`config.mk`:
```
export PLATFORM = sky130hd
export DESIGN_NAME = txh_ctrl
export DESIGN_NICKNAME = d
export VERILOG_FILES = /design/src/rtl/txh_pkg.sv /design/src/rtl/txh_rst_sync.sv /design/src/rtl/txh_cnt.sv /design/src/rtl/txh_occ.sv /design/src/rtl/txh_ctrl.sv
export SDC_FILE = /design/constraint.sdc
export NUM_CORES = 1
export LEC_CHECK = 0
export BUFFER_PORTS_ARGS = -buffer_cell sky130_fd_sc_hd__clkbuf_2
export CAP_MARGIN = 20
export CORE_UTILIZATION = 55
export CTS_BUF_LIST = sky130_fd_sc_hd__clkbuf_2 sky130_fd_sc_hd__clkbuf_4 sky130_fd_sc_hd__clkbuf_8
export CTS_CLUSTER_DIAMETER = 60
export DETAILED_ROUTE_END_ITERATION = 8
export PLACE_DENSITY = 0.81
export SLEW_MARGIN = 20
export SYNTH_ARGS = -nofsm -noshare
export SYNTH_HDL_FRONTEND = slang
export SYNTH_SLANG_ARGS = --single-unit
```
`constraint.sdc`:
```
create_clock -name clk -period 4.15 [get_ports clk]
set_input_delay 0.6225 -clock clk [delete_from_list [all_inputs] [get_ports clk]]
set_output_delay 0.6225 -clock clk [all_outputs]
set_load 0.005 [all_outputs]
```
`src/rtl/txh_pkg.sv`:
```
package txh_pkg;
  localparam int TXH_CNT_W = 8;
  localparam int TXH_NBUF  = 2;

  typedef struct packed {
    logic may_wr;
    logic full;
    logic pend;
  } txh_occ_t;
endpackage

```
`src/rtl/txh_rst_sync.sv`:
```
module txh_rst_sync #(
  parameter int STAGES = 2
) (
  input  logic clk,
  input  logic rst_n,
  output logic rst_n_sync
);
  logic [STAGES-1:0] sr_q;

  always_ff @(posedge clk or negedge rst_n) begin
    if (!rst_n) sr_q <= '0;
    else        sr_q <= {sr_q[STAGES-2:0], 1'b1};
  end

  assign rst_n_sync = sr_q[STAGES-1];
endmodule

```
`src/rtl/txh_cnt.sv`:
```
module txh_cnt #(
  parameter int W = 8
) (
  input  logic         clk,
  input  logic         rst_n,
  input  logic         inc_en,
  output logic [W-1:0] cnt
);
  logic [W-1:0] cnt_q, cnt_d;

  always_comb begin
    cnt_d = cnt_q;
    if (inc_en) cnt_d = cnt_q + W'(1);
  end

  always_ff @(posedge clk or negedge rst_n) begin
    if (!rst_n)      cnt_q <= '0;
    else if (inc_en) cnt_q <= cnt_d;
  end

  assign cnt = cnt_q;

  // counter only ever steps by one
  AST_CNT_STEP: assert property (@(posedge clk) disable iff (!rst_n)
    (cnt_q != $past(cnt_q)) |-> (cnt_q == $past(cnt_q) + W'(1)));
endmodule

```
`src/rtl/txh_occ.sv`:
```
module txh_occ #(
  parameter int W    = 8,
  parameter int NBUF = 2,
  localparam int FILL_W = $clog2(NBUF + 1)
) (
  input  logic              clk,
  input  logic              rst_n,
  input  logic [W-1:0]      in_cnt,
  input  logic [W-1:0]      out_cnt,
  output txh_pkg::txh_occ_t occ,
  output logic [FILL_W-1:0] fill
);
  logic [W-1:0] diff;

  always_comb begin
    diff       = in_cnt - out_cnt;
    occ.may_wr = (diff < W'(NBUF));
    occ.full   = (diff == W'(NBUF));
    occ.pend   = (diff != '0);
    fill       = diff[FILL_W-1:0];
  end

  AST_DIFF_BOUND: assert property (@(posedge clk) disable iff (!rst_n)
    (in_cnt - out_cnt) <= W'(NBUF));
endmodule

```
`src/rtl/txh_ctrl.sv`:
```
module txh_ctrl #(
  parameter int CNT_W = txh_pkg::TXH_CNT_W,
  parameter int NBUF  = txh_pkg::TXH_NBUF,
  localparam int SEL_W  = $clog2(NBUF),
  localparam int FILL_W = $clog2(NBUF + 1)
) (
  input  logic              clk,
  input  logic              rst_n,
  input  logic              host_bell_i,
  input  logic              cons_free_i,
  output logic [CNT_W-1:0]  host_in_cnt_o,
  output logic [CNT_W-1:0]  stat_out_cnt_o,
  output logic [SEL_W-1:0]  host_buf_sel_o,
  output logic [SEL_W-1:0]  cons_buf_sel_o,
  output logic              host_may_wr_o,
  output logic              occ_full_o,
  output logic              cons_pend_o,
  output logic [FILL_W-1:0] fill_o,
  output logic              cons_irq_o,
  output logic              ovf_err_o
);
  logic              rst_ni;
  logic              acc_wr, acc_rd;
  logic              irq_q, irq_d, err_q, err_d;
  logic [CNT_W-1:0]  in_cnt, out_cnt;
  txh_pkg::txh_occ_t occ;

  txh_rst_sync #(.STAGES(2)) u_rst (
    .clk(clk), .rst_n(rst_n), .rst_n_sync(rst_ni));

  txh_cnt #(.W(CNT_W)) u_in_cnt (
    .clk(clk), .rst_n(rst_ni), .inc_en(acc_wr), .cnt(in_cnt));

  txh_cnt #(.W(CNT_W)) u_out_cnt (
    .clk(clk), .rst_n(rst_ni), .inc_en(acc_rd), .cnt(out_cnt));

  txh_occ #(.W(CNT_W), .NBUF(NBUF)) u_occ (
    .clk(clk), .rst_n(rst_ni), .in_cnt(in_cnt), .out_cnt(out_cnt),
    .occ(occ), .fill(fill_o));

  // both strobes judged against the occupancy before this cycle
  always_comb begin
    acc_wr = host_bell_i & occ.may_wr;
    acc_rd = cons_free_i & occ.pend;
    irq_d  = acc_wr;
    err_d  = err_q | (host_bell_i & ~occ.may_wr);
  end

  always_ff @(posedge clk or negedge rst_ni) begin
    if (!rst_ni) begin
      irq_q <= 1'b0;
      err_q <= 1'b0;
    end else begin
      irq_q <= irq_d;
      err_q <= err_d;
    end
  end

  assign host_in_cnt_o  = in_cnt;
  assign stat_out_cnt_o = out_cnt;
  assign host_buf_sel_o = in_cnt[SEL_W-1:0];
  assign cons_buf_sel_o = out_cnt[SEL_W-1:0];
  assign host_may_wr_o  = occ.may_wr;
  assign occ_full_o     = occ.full;
  assign cons_pend_o    = occ.pend;
  assign cons_irq_o     = irq_q;
  assign ovf_err_o      = err_q;

  AST_NO_OVERFLOW: assert property (@(posedge clk) disable iff (!rst_ni)
    (occ_full_o && host_bell_i) |=> $stable(host_in_cnt_o));
  AST_ERR_STICKY: assert property (@(posedge clk) disable iff (!rst_ni)
    ovf_err_o |=> ovf_err_o);
  AST_IRQ_CAUSE: assert property (@(posedge clk) disable iff (!rst_ni)
    cons_irq_o |-> $past(host_bell_i));
  AST_NO_UNDERFLOW: assert property (@(posedge clk) disable iff (!rst_ni)
    (!cons_pend_o && cons_free_i) |=> $stable(stat_out_cnt_o));
  AST_FULL_BLOCKS: assert property (@(posedge clk) disable iff (!rst_ni)
    !(occ_full_o && host_may_wr_o));
endmodule

```
== Word-level counts from Yosys, hierarchy flattened ==
Cells that the tools add are included.

* $add $sub $neg: 3
* Magnitude comparators: 1
* Eq/ne operators: 1
* Bitwise gates (word level): 5
* Reduce and logical (&&, ||, !) cells: 1

{| class="wikitable"
|+ Operator list
! operator !! count
|-
| adder 8 x 1 -> 8 bit (second input constant) || 2
|-
| == test 8 x 2 -> 1 bit (second input constant) || 1
|-
| < comparator 8 x 2 -> 1 bit (second input constant) || 1
|-
| nonzero test 8 bit || 1
|-
| subtractor 8 bit || 1
|-
| AND 1 bit || 3
|-
| inverter 1 bit || 1
|-
| bitwise OR 1 bit || 1
|}

* Register bits after elaboration: 20
* Logic and storage cells: 16

== Depth between registers and ports, before layout ==
Gate-level depths: netlist of the first run.

* Depth after elaboration: 5
* Depth in mapped cells: 12

== Cells and area by module ==
Synthesis of the first run repeated with hierarchy kept, for this count alone.

* Cells, all modules: 115
* Area total of the unflattened synthesis: 1196.1 µm²

{| class="wikitable"
|+ Modules (own cells, without submodules)
! module !! instances !! cells each !! area each (µm²)
|-
| txh_cnt || 2 || 26 || 337.8
|-
| txh_occ || 1 || 52 || 376.6
|-
| txh_ctrl || 1 || 8 || 90.1
|-
| txh_rst_sync || 1 || 3 || 53.8
|}

== Least setup slack after synthesis of the first run ==
OpenSTA, ideal clock, no wires.

* Path kind: reg2out
* From: register u_in_cnt.cnt_q[0], in the netlist u_in_cnt.cnt[0]
* To: output cons_pend_o
* Arrival time: 2.560 ns
* Slack: 0.968 ns
* Stages on the path, launching flop included: 11
* Path buffers: 0
* Path through: dfrtp_1 -> inv_1 -> ha_1 -> inv_1 -> fa_1 -> and3_1 -> or3_1 -> a221oi_2 -> o221ai_2 -> nor3_1 -> inv_1

* Word-level cells in the longest chain between the ends: 2

{| class="wikitable"
|+ RTL lines
! element !! line !! RTL
|-
| start: declaration || txh_cnt.sv:9 || <nowiki>logic [W-1:0] cnt_q, cnt_d;</nowiki>
|-
| start signal: assignment || txh_cnt.sv:18 || <nowiki>else if (inc_en) cnt_q <= cnt_d;</nowiki>
|-
| subtractor 8 bit || txh_occ.sv:16 || <nowiki>diff = in_cnt - out_cnt;</nowiki>
|-
| nonzero test 8 bit || txh_occ.sv:19 || <nowiki>occ.pend = (diff != '0);</nowiki>
|-
| end: declaration || txh_ctrl.sv:17 || <nowiki>output logic cons_pend_o,</nowiki>
|}

No other way between the ends.

== Final worst setup path of the first run ==
* From: register u_in_cnt.cnt_q[0], in the netlist u_in_cnt.cnt[0]
* To: output host_may_wr_o

* Word-level cells in the longest chain between the ends: 2

{| class="wikitable"
|+ RTL lines
! element !! line !! RTL
|-
| subtractor 8 bit || txh_occ.sv:16 ||
|-
| < comparator 8 x 2 -> 1 bit || txh_occ.sv:17 || <nowiki>occ.may_wr = (diff < W'(NBUF));</nowiki>
|-
| end: declaration || txh_ctrl.sv:15 || <nowiki>output logic host_may_wr_o,</nowiki>
|}

No other way between the ends.

==> impl.org, run 1 <==
** Clock tree
- TritonCTS built the clock tree.
- Counting along the longest clock path gives a buffer depth of 2.
- Clock-pin slew of the registers on the worst-case setup and hold paths :: 0.11 ns
- Once the clock tree was built, the resizer swapped 0 gates to a different size.
- The tree is rooted in a clkbuf_4.
- Number of buffers created by CTS :: 3
- Number of sinks on the clock net :: 20
- Number of hold buffers added after cts :: 0
- The number of setup buffers added after CTS is 0.
- Maximum level of the CTS H-tree :: 1
- For the worst-skew pair, the clock arrives at the later sink with an insertion delay of around 0.30 ns.

** Placed design
- Final RePlAce weighted congestion :: about 0.91
- Port Buf Inserts :: 28
- Summed over all nets, the half-perimeter wirelength after detailed placement is 1834 microns.

** Layout
- In the layout the commonest cells are 28 x clkbuf_2, 20 x dfrtp_1, 12 x inv_1.
- The post-route netlist has 27.33% of its cells at a drive strength greater than 1.
- Number of nets in the layout :: around 170
- The repair_antennas step left the layout with diodes totalling 0.
- Most common cell after layout, fill and taps aside :: clkbuf_2
- Compared with the post-synthesis result, the final layout area differs by 14.39%.
- Register cell area after layout :: between 500 and 600 sq um
- Filler Cells Inserted :: 180
- Multi-input gate area in the final layout :: between 600 and 700 sq um

** Global route
- Entering global routing, the biggest net connects 19 pins.
- Antenna violations before repair :: 0
- Gr usage total :: between 20% and 30%
- Number of global-route vias before repair :: approximately 950
- The total overflow left after global routing is 0.
- The first global-routing pass estimated 4278 microns of wire.

** Synthesis
- XOR/XNOR share of the synthesized area :: 12.06%
- Synthesis produced roughly 120 cells.
- In the synthesized netlist, mux cells make up under 10% of the area.
- Count of distinct cell types in the synthesized netlist :: 32
- Warnings, synthesis :: 0
- After synthesis the netlist holds a flip-flop and latch count of 20.
- Of the synthesized area, sequential elements account for between 40% and 50%.
- Synthesized-area fraction occupied by ao, oa, aoi and oai cells :: about 11%
- Basic-gate share of the synthesized area counting and, or, nand and nor cells :: 16.72%
- Summing every instance area after synthesis gives about 0.0012 sq mm.
- Largest family of logic cells by synthesized area :: simple AND/OR/NAND/NOR gates
- Post-Syn Area per Cell :: about 10 sq um
- The number of nets handed over by synthesis was between 100 and 150.
- Summing the areas of all fa, ha and maj instances in the mapped netlist gives a little under an eighth of the synthesized area.

** Pwr
- VDD IR max :: around 0.41 mV
- Clock network power share :: around 11%
- Internal power :: roughly 0.00047 W
- Switching power :: around 0.00035 W
- Reg power frac :: around 37%
- Total power consumption of the routed design :: about 0.00082 W
- Proportion of total power due to net switching :: 42.78%
- Combinational cells account for around 52% of the total power.
- For this design the ratio of total power to cell area is 582.0 mW/mm^2.
- For this design the static power due to leakage is approximately 0.74 nW.

** Job
- Max-cap violations in this run came to 0.

** STA
- Highest clock rate :: ~270 MHz
- At the pin with the least slew margin, the transition time is between 0.7 and 0.8 ns.
- The final hold violation count came to 0.
- Time the worst path needs with I/O delays and setup :: about 3.7 ns
- Final worst clock skew :: about 0.0027 ns
- Number of max-slew violations in the final report :: 0
- Summed over all failing endpoints, the final setup total negative slack is 0 ns.
- Setup violations remaining at the end of the flow were counted as 0.
- Dividing the final minimum period by the clock period gives between 80% and 90%.
- In this run the tightest slew margin relative to its limit is roughly half.
- Setup repair after global routing missed its margin :: no

** Detailed routing
- Average vias per placed instance :: roughly 5.4
- The final route contains between 900 and 1,000 vias.
- In this run, the number of DRC markers left after iteration 0 of detailed routing was 17.
- In the routed design, unresolved DRC markers number 0.
- Final WL :: 2300 microns
- Before antenna repair, the detailed router went through 4 iterations.
- Average routed wire per standard cell :: approximately 13 microns
- Once detail routing completed, the nets flagged for antenna violations numbered 0.

** Critical path
- The worst setup path is launched from a flop.
- Setup crit end kind :: output pin
- Arrival time of data at the critical path endpoint :: 3.07 ns
- Path type of the worst setup path :: flop to output pin
- At the worst endpoint, the required time is 3.53 ns.
- Worst-path fanout max :: 6

** Die
- Initial standard-cell utilization of the core :: about three fifths
- During I/O placement, the number of pins put on the boundary was 29.
- The core region is 0.002042 sq mm.
- Floorplan die height :: roughly 49 microns
- The floorplan has 16 rows.
- Width of the die :: 49.39 microns
- Die area :: between 0.002 and 0.0025 sq mm

** Outcome
- Outcome :: finished clean

** Hold path
- Class of the worst hold path :: input pin to async pin
flip-flops by register name, indices dropped and copies added, names as in the netlist:
signal and cells:
cons_irq_o 1, ovf_err_o 1, u_in_cnt.cnt 8, u_out_cnt.cnt 8
u_rst.sr_q 2
kinds of logic after synthesis:
group                    after synthesis
multiplexers                           2
buffers and inverters                 15
AO/OA/AOI/OAI                         18
XOR/XNOR                              17
flip-flops                            20
other                                  1
adder cells (fa/ha/maj)               11
AND/OR/NAND/NOR                       37
through the flow:
| step | util [%] | area [sq um] | worst slack (ns) | hold slack, ns | instances |
|---|---|---|---|---|---|
| after floorplan | - | 1235 | 0.9680 | 0.2266 | 121 |
| after global placement | 68.08 | 1390 | 0.9014 | 0.3162 | 174 |
| after CTS | 69.18 | 1413 | 0.4553 | 0.08313 | 177 |
| after detailed placement | 68.08 | 1390 | 0.8054 | 0.3373 | 174 |
| after global routing | 69.18 | 1413 | 0.1858 | 0.07652 | 177 |
| final | 69.18 | 1413 | 0.4586 | 0.08439 | 177 |
synthesized netlist by cell type:
library cell,count,area [sq um]
a211oi_1,1,7.510
a21o_2,2,17.52
a21oi_1,5,25.02
a221oi_2,1,15.01
and3_1,1,6.260
buf_4,2,15.01
buf_6,1,11.26
conb_1,1,3.750
dfrtp_1,20,500.5
fa_1,1,20.02
ha_1,10,125.1
inv_1,12,45.04
mux2_2,2,22.52
nand2_1,9,33.78
nand2b_1,1,6.260
nand3_1,2,10.01
nand4_1,4,25.02
nor2_1,5,18.77
nor3_1,7,35.03
nor3b_2,1,12.51
nor4_1,2,12.51
nor4_4,1,21.27
o211a_1,1,10.01
o211ai_1,1,7.510
o21a_1,2,15.01
o21ai_0,3,15.01
o21ai_2,1,8.760
o221ai_2,1,15.01
or2_0,1,6.260
or3_1,3,18.77
xnor2_1,11,96.34
xor2_1,6,52.55
power groups by stage:
stage	Clock, W	Combinational [W]	Sequential [W]
floorplan	0	0.000304	0.000301
global placement	0	0.000415	0.000302
detailed placement	0	0.000426	0.000308
CTS	0.0000929	0.000429	0.000303
global route	0.000100	0.000486	0.000316
finish	0.0000909	0.000428	0.000303
critical path: stages (launching register included):
cell and delay, ns:
dfrtp_1 0.44, inv_1 0.14, ha_1 0.16, inv_1 0.05, fa_1 0.40, and3_1 0.17, or3_1 0.36, a221oi_2 0.30
o221ai_2 0.17, or2_0 0.37, inv_1 0.10, clkbuf_2 0.11
worst paths after layout:
path | startpoint | end | slack [ns] | cells after the start
max | u_in_cnt.cnt[0] | host_may_wr_o | 0.46 | 11
min | rst_n | u_rst.sr_q[0] | 0.08 | 1
max reg2reg | u_in_cnt.cnt[0] | u_out_cnt.cnt[1] | 0.90 | 11
min reg2reg | u_rst.sr_q[1] | u_out_cnt.cnt[0] | 0.31 | 0
max in group asynchronous | u_rst.sr_q[1] | u_out_cnt.cnt[5] | 3.37 | 0
min in group clk | u_rst.sr_q[0] | u_rst.sr_q[1] | 0.37 | 0
metal layers:
metal	wire, microns	GRT usage, %	vias to the layer above
met2	1053	36.30	30
li1	-	-	475
met1	1082	31.14	444
met3	120	5.296	7
met4	44	8.571	0
met5	0	0	-
layout make-up:
cell class,instances,area share (%)
tap,27,2.392
sequential,20,35.43
multi-input combinational,86,46.94
timing repair buffer,29,10.45
clock buffer,3,1.594
inverter,12,3.189
Power figures use the tool's default switching activity.
==> inputs of run 2 (changes only) <==
CELL_PAD_IN_SITES_DETAIL_PLACEMENT = 1   (was not set)
CELL_PAD_IN_SITES_GLOBAL_PLACEMENT = 1   (was not set)
CORE_UTILIZATION = 42   (was 55)
CTS_CLUSTER_SIZE = 28   (was not set)
PLACE_DENSITY = not set   (was 0.81)
PLACE_DENSITY_LB_ADDON = 0.1   (was not set)
==> run 2 against run 1 <==
  * Sequential share of layout area shrank 0.13 points
  * Flip-flop and latch count unchanged
  * Combinational power increased by 2%
  * Fmax fell by 0.78%
  * Global-route usage fell by 3.0 points
  * Non-clock buffer count unchanged
==> impl.org, run 2 (synthesized netlist as in run 1, its figures left out) <==
** Critical path
- The worst stage delay on the critical path was 0.46 ns (+0.02 ns).
- The worst path required time is 3.53 ns (about the same).
- Setup crit end kind :: output pin
- Reg-to-Reg End :: u_out_cnt.cnt[1]
- Startpoint Class :: flop
- Total buffers and inverters traversed by the critical path :: 4 (unchanged)
- The worst endpoint data arrival time came to 3.10 ns (+0.03 ns).
- Worst-path fanout max :: 6 (unchanged)
- The slowest stage of the critical path is the dfrtp_1 cell.
- The reg-to-reg setup timing slack was 0.88 ns (-0.02 ns).
- The startpoint identified for the worst register-to-register timing path is u_in_cnt.cnt[0].
- On the critical path the largest part of the delay comes from simple AND/OR/NAND/NOR gates.
- Register-to-Register Path Depth :: 11 (unchanged)
- By instance count, the cell type seen most on the critical path is inv_1.
- Walking the worst path, the cells encountered are inv_1, ha_1, inv_1, fa_1, and3_1, or3_1, a221oi_2, o221ai_2, or2_0, inv_1, clkbuf_2.
- Path type of the worst setup path :: flop to output pin

** Detailed routing
- The final routed wirelength across all metal layers was 2749 microns (+20%).
- The detailed router's first-iteration violation count was 10 (-7).
- Via count :: 968 (+1.3%)
- Final antenna-violating net count :: 0 (unchanged)
- The total iterations of the first detailed-routing run came to 4 (unchanged).
- DRC violations left :: 0 (unchanged)
- Average vias per placed instance :: 5.348 (-0.98%)
- The per-cell routed wire length came to 15.19 microns (+17%).

** STA
- Crit share post-route :: 89.65% (+0.70 points)
- The final number of setup-violating endpoints came to 0 (unchanged).
- Setup repair after global routing left no endpoint under its margin.
- Highest clock rate :: 268.8 MHz (-0.78%)
- The worst setup skew after layout was 0.004640 ns (+0.001896 ns).
- The final setup TNS was 0 ns (unchanged).
- The transition time at the pin with the least slew margin came to 0.7785 ns (+0.02952 ns).
- Number of max-slew violations in the final report :: 0 (unchanged)
- Time the worst path needs with I/O delays and setup :: 3.720 ns (+0.02899 ns)
- Final-report hold violation count :: 0 (unchanged)
- The worst slew margin relative to its limit came to 48.10% (-2.0 points).

** Layout
- Most frequent cells in the layout :: 28 x clkbuf_2, 20 x dfrtp_1, 12 x inv_1
- The net count reported at finish came to 167 (unchanged).
- Leaving out fill and tap cells, the most frequent cell in the layout is clkbuf_2.
- The fraction of final layout cells sized beyond drive strength 1 is 27.33% (unchanged).
- Area overhead of the layout relative to synthesis :: 14.79%
- Final design utilization :: 50.97% (-18 points)
- The final antenna diode count came to 0 (unchanged).
- Filler Cells Inserted :: 359 (+99%)

** Clock tree
- Number of gates resized after CTS :: 0 (unchanged)
- Number of buffers created by CTS :: 3 (unchanged)
- The largest buffer count on any clock path was 2 (unchanged).
- Maximum level of the CTS H-tree :: 1 (unchanged)
- The number of sinks driven by the clock tree was 20 (unchanged).
- Clock-pin slew of the registers on the worst-case setup and hold paths :: 0.11 ns (about the same)
- The number of setup buffers added after CTS came to 0 (unchanged).
- Later-pin clock latency in the skew report :: 0.31 ns (about the same)
- Root Buffer Master :: clkbuf_4
- The cts-stage hold buffer count is 0 (unchanged).
- TritonCTS built the clock tree.

** Global route
- The largest net degree at the start of global routing is 19 (unchanged).
- The global-route usage over all layers was 20.18% (-3.0 points).
- Antenna violations before repair :: 0 (unchanged)
- Number of global-route vias before repair :: 1,003 (+5.8%)
- The wire length of the first global-routing pass was 4816 microns (+13%).
- Final global-route overflow total :: 0 (unchanged)

** Die
- The site row count was 19 (+3).
- Core box area :: 0.002781 sq mm (+36%)
- Floorplan die height :: 56.23 microns (+14%)
- The number of placed I/O pins came to 29 (unchanged).
- Initial standard-cell utilization of the core :: 44.40% (-16 points)
- Die area :: 0.003161 sq mm (+30%)
- Width of the die :: 56.23 microns (+14%)

** Outcome
- Outcome :: finished clean

** Placed design
- Final RePlAce weighted congestion :: 0.7725 (-15%)
- The post-DP HPWL came to 2213 microns (+21%).
- Port Buf Inserts :: 28 (unchanged)

** Job
- Max-cap violations :: 0 (unchanged)

** Hold path
- The path class of the tightest hold or removal check is input pin to async pin.

** Pwr
- The worst vdd rail ir drop was 0.4312 mV (+6.2%).
- Reported leakage power :: 0.7371 nW (unchanged)
- The power per cell area came to 590.0 mW/mm^2 (+1.4%).
- Total power consumption of the routed design :: 0.0008363 W (+1.7%)
==> run 2: cell counts in the layout (fill, tap and decap cells not counted) <==
No cell type changed its count.
==> run 2: how the worst max path moves through the flow <==
stage                    startpoint       endpoint  cells after the start
global route        u_in_cnt.cnt[0]  host_may_wr_o                     11
finish              u_in_cnt.cnt[0]  host_may_wr_o                     11
floorplan           u_in_cnt.cnt[0]    cons_pend_o                     10
CTS                 u_in_cnt.cnt[0]    cons_pend_o                     12
global placement    u_in_cnt.cnt[0]  host_may_wr_o                     11
detailed placement  u_in_cnt.cnt[0]    cons_pend_o                     12
==> run 2: cell type report <==
type	count	area [sq um]	share of cell area, %
multi-input combinational	86	663.1	46.78
timing repair buffer	29	147.6	10.41
tap	31	38.79	2.736
inverter	12	45.04	3.177
clock buffer	3	22.52	1.589
sequential	20	500.5	35.30
==> run 2: metrics by stage <==
stage               cell area, sq um  setup WS [ns]  instances  hold slack (ns)
detailed placement              1395         0.7687        178           0.3373
CTS                             1418         0.4116        181          0.07061
global placement                1395         0.8744        178           0.3346
floorplan                       1235         0.9680        121           0.2266
finish                          1418         0.4296        181          0.07542
global route                    1418         0.2500        181          0.05655
==> run 2: power breakdown <==
part	internal, W	switching [W]	total (W)
Clock	0.0000339	0.0000616	0.0000956
Combinational	0.000196	0.000243	0.000438
Sequential	0.000242	0.0000604	0.000302
==> run 2: routing by layer <==
layer	track usage, %	part of all wire (%)
met5	0	0
met4	8.362	1.8
met2	31.80	48
met3	2.093	2.9
met1	28.32	47
==> inputs of run 3 (changes only) <==
PLACE_DENSITY = 0.84   (was not set)
PLACE_DENSITY_LB_ADDON = not set   (was 0.1)
==> run 3 against run 2 <==
  * Global-route usage decreased by 0.45 points
  * Worst hold slack improved by 0.0094 ns
  * Fmax decreased by 1.1%
  * Via count increased by 2.3%
  * Sequential power about the same
  * Core utilization unchanged
  * Largest cell class unchanged
  * Highest routed layer unchanged
==> impl.org, run 3 (synthesized netlist as in run 1, its figures left out) <==
** Outcome
- Outcome :: finished clean

** Critical path
- The worst path required time came to 3.53 ns (about the same).
- Arrival time of data at the critical path endpoint :: 3.14 ns (+0.04 ns)
- STA classifies the critical path endpoint as an output pin.
- Traced cell by cell, the critical path runs through inv_1, ha_1, inv_1, fa_1, and3_1, or3_1, a221oi_2, o221ai_2, or2_0, inv_1, clkbuf_2.
- The largest individual stage delay along the critical path comes from the cell dfrtp_1.
- Path type of the worst setup path :: flop to output pin
- Startpoint Class :: flop
- Critical Path Max Stage Delay :: 0.45 ns (about the same)
- The most numerous cell type found on the critical path is inv_1.
- The peak fanout along the critical path was 6 (unchanged).

** Layout
- Most frequent cells in the layout :: 28 x clkbuf_2, 20 x dfrtp_1, 12 x inv_1
- The final antenna diode count was 0 (unchanged).
- Fraction of final layout cells sized beyond drive strength 1 :: 27.33% (unchanged)
- The number of standard cells in the final layout excluding fillers came to 181 (unchanged).
- Number of nets in the layout :: 167 (unchanged)
- Most common cell after layout, fill and taps aside :: clkbuf_2
- The utilization of the core after routing is 50.97% (unchanged).
- Area overhead of the layout relative to synthesis :: 14.79% (unchanged)

** Clock tree
- Clock tree from TritonCTS :: yes
- In this run the clock root is driven by a clkbuf_4.
- The clock latency on the worst-skew pair came to 0.30 ns (about the same).
- The cts-stage hold buffer count is 0 (unchanged).
- The largest buffer count on any clock path is 2 (unchanged).
- The number of sinks driven by the clock tree was 20 (unchanged).
- Buffer count from post-CTS setup fixing :: 0 (unchanged)
- The register clock-pin slew on the reported worst setup and hold paths came to 0.11 ns (about the same).
- The number of buffers created by CTS came to 3 (unchanged).
- Number of gates resized after CTS :: 0 (unchanged)
- Maximum level of the CTS H-tree :: 1 (unchanged)

** Placed design
- HPWL Detailed :: 2249 microns (+1.6%)
- Inst Count DP :: 178 (unchanged)
- Port Buf Inserts :: 28 (unchanged)
- The last weighted congestion value of the routability-driven placer came to 0.7816 (+1.2%).

** STA
- The maximum achievable frequency came to 265.9 MHz (-1.1%).
- The final critical delay including setup and external delays was 3.761 ns (+0.04068 ns).
- The worst setup skew after layout was 0.001727 ns (-0.002913 ns).
- The final number of max-transition violations came to 0 (unchanged).
- Setup repair after global routing left no endpoint under its margin.
- The final hold violation count came to 0 (unchanged).
- Final TNS setup :: 0 ns (unchanged)
- The transition time at the pin with the least slew margin is 0.7557 ns (-0.02280 ns).
- The final hold slack is 0.08481 ns (+0.009390 ns).
- # setup viols final :: 0 (unchanged)
- Slew headroom :: 49.62% (+1.5 points)
- Crit share post-route :: 90.63% (+0.98 points)

** Job
- The count of max-cap constraint violations was 0 (unchanged).

** Die
- The starting density of the core is 44.40% (unchanged).
- The chip height is 56.23 microns (unchanged).
- The total die area is 0.003161 sq mm (unchanged).
- The die boundary width came to 56.23 microns (unchanged).
- The number of placed I/O pins is 29 (unchanged).
- The site row count came to 19 (unchanged).
- The core region area was 0.002781 sq mm (unchanged).

** Global route
- The largest net degree at the start of global routing was 19 (unchanged).
- The global-route usage over all layers is 19.73% (-0.45 points).
- The wire length of the first global-routing pass came to 4802 microns (-0.29%).
- Antenna violations before repair :: 0 (unchanged)
- The number of global-route vias before repair came to 1,001 (-0.20%).
- Final global-route overflow total :: 0 (unchanged)

** Hold path
- Class of the worst hold path :: input pin to async pin

** Detailed routing
- Final WL :: 2855 microns (+3.9%)
- The total number of vias came to 990 (+2.3%).
- First drt pass iteration count :: 4 (unchanged)
- Iter 0 DRT Violations :: 13 (+3)
- Average routed wire per standard cell :: 15.77 microns (+3.9%)
- The number of nets with antenna violations after detailed routing came to 0 (unchanged).
- The detailed-route DRC error count was 0 (unchanged).
- The ratio of routed vias to standard cells was 5.470 (+2.3%).

** Pwr
- The power per cell area was 593.9 mW/mm^2 (+0.67%).
- Reported leakage power :: 0.7371 nW (unchanged)
- The worst vdd rail ir drop is 0.4498 mV (+4.3%).
- The total power is 0.0008420 W (+0.67%).
## run 3: cell counts in the layout (fill, tap and decap cells not counted)
No cell type changed its count.
## run 3: layer usage
| layer | track usage [%] | part of all wire, % |
|---|---|---|
| met1 | 26.59 | 45 |
| met3 | 2.326 | 3.1 |
| met4 | 9.408 | 2.1 |
| met2 | 31.46 | 50 |
| met5 | 0 | 0 |
## run 3: report_power, final
part / internal (W) / leakage (nW) / switching [W]
combinational: 0.000195 / 0.476 / 0.000251
sequential: 0.000242 / 0.247 / 0.0000617
clock: 0.0000338 / 0.0138 / 0.0000576
## run 3: path summary, 6_finish.rpt
check                                     start                to  slack, ns  cells past startpoint
worst max-delay path            u_in_cnt.cnt[0]     host_may_wr_o       0.39                     11
worst min-delay path                      rst_n     u_rst.sr_q[0]       0.08                      1
worst max register to register  u_in_cnt.cnt[0]  u_out_cnt.cnt[1]       0.85                     11
worst min register to register    u_rst.sr_q[1]  u_out_cnt.cnt[3]       0.32                      0
max in group asynchronous         u_rst.sr_q[1]   u_in_cnt.cnt[4]       3.36                      0
min in group clk                  u_rst.sr_q[0]     u_rst.sr_q[1]       0.36                      0
## run 3: worst max-delay path, delay by kind of cell (launching register included)
kind                       cells  cell delay, ns
DFF                            1            0.45
and+or+nand+nor                3            0.92
buffers and inverters          4            0.42
AOI/OAI and AO/OA              2            0.47
adders and majority gates      2            0.57
## run 3: cell type report
| type | instances | area, sq um |
|---|---|---|
| clock buffers | 3 | 22.52 |
| fillers | 337 | 1364 |
| inverters | 12 | 45.04 |
| multi-input cells | 86 | 663.1 |
| flip-flops and latches | 20 | 500.5 |
| well taps | 31 | 38.79 |
| repair buffers | 29 | 147.6 |
## run 3: through the flow
step | cell area [sq um] | setup WS, ns
4_1_cts | 1418 | 0.3816
2_1_floorplan | 1235 | 0.9680
6_report | 1418 | 0.3889
3_5_place_dp | 1395 | 0.7461
3_3_place_gp | 1395 | 0.8827
5_1_grt | 1418 | 0.2071
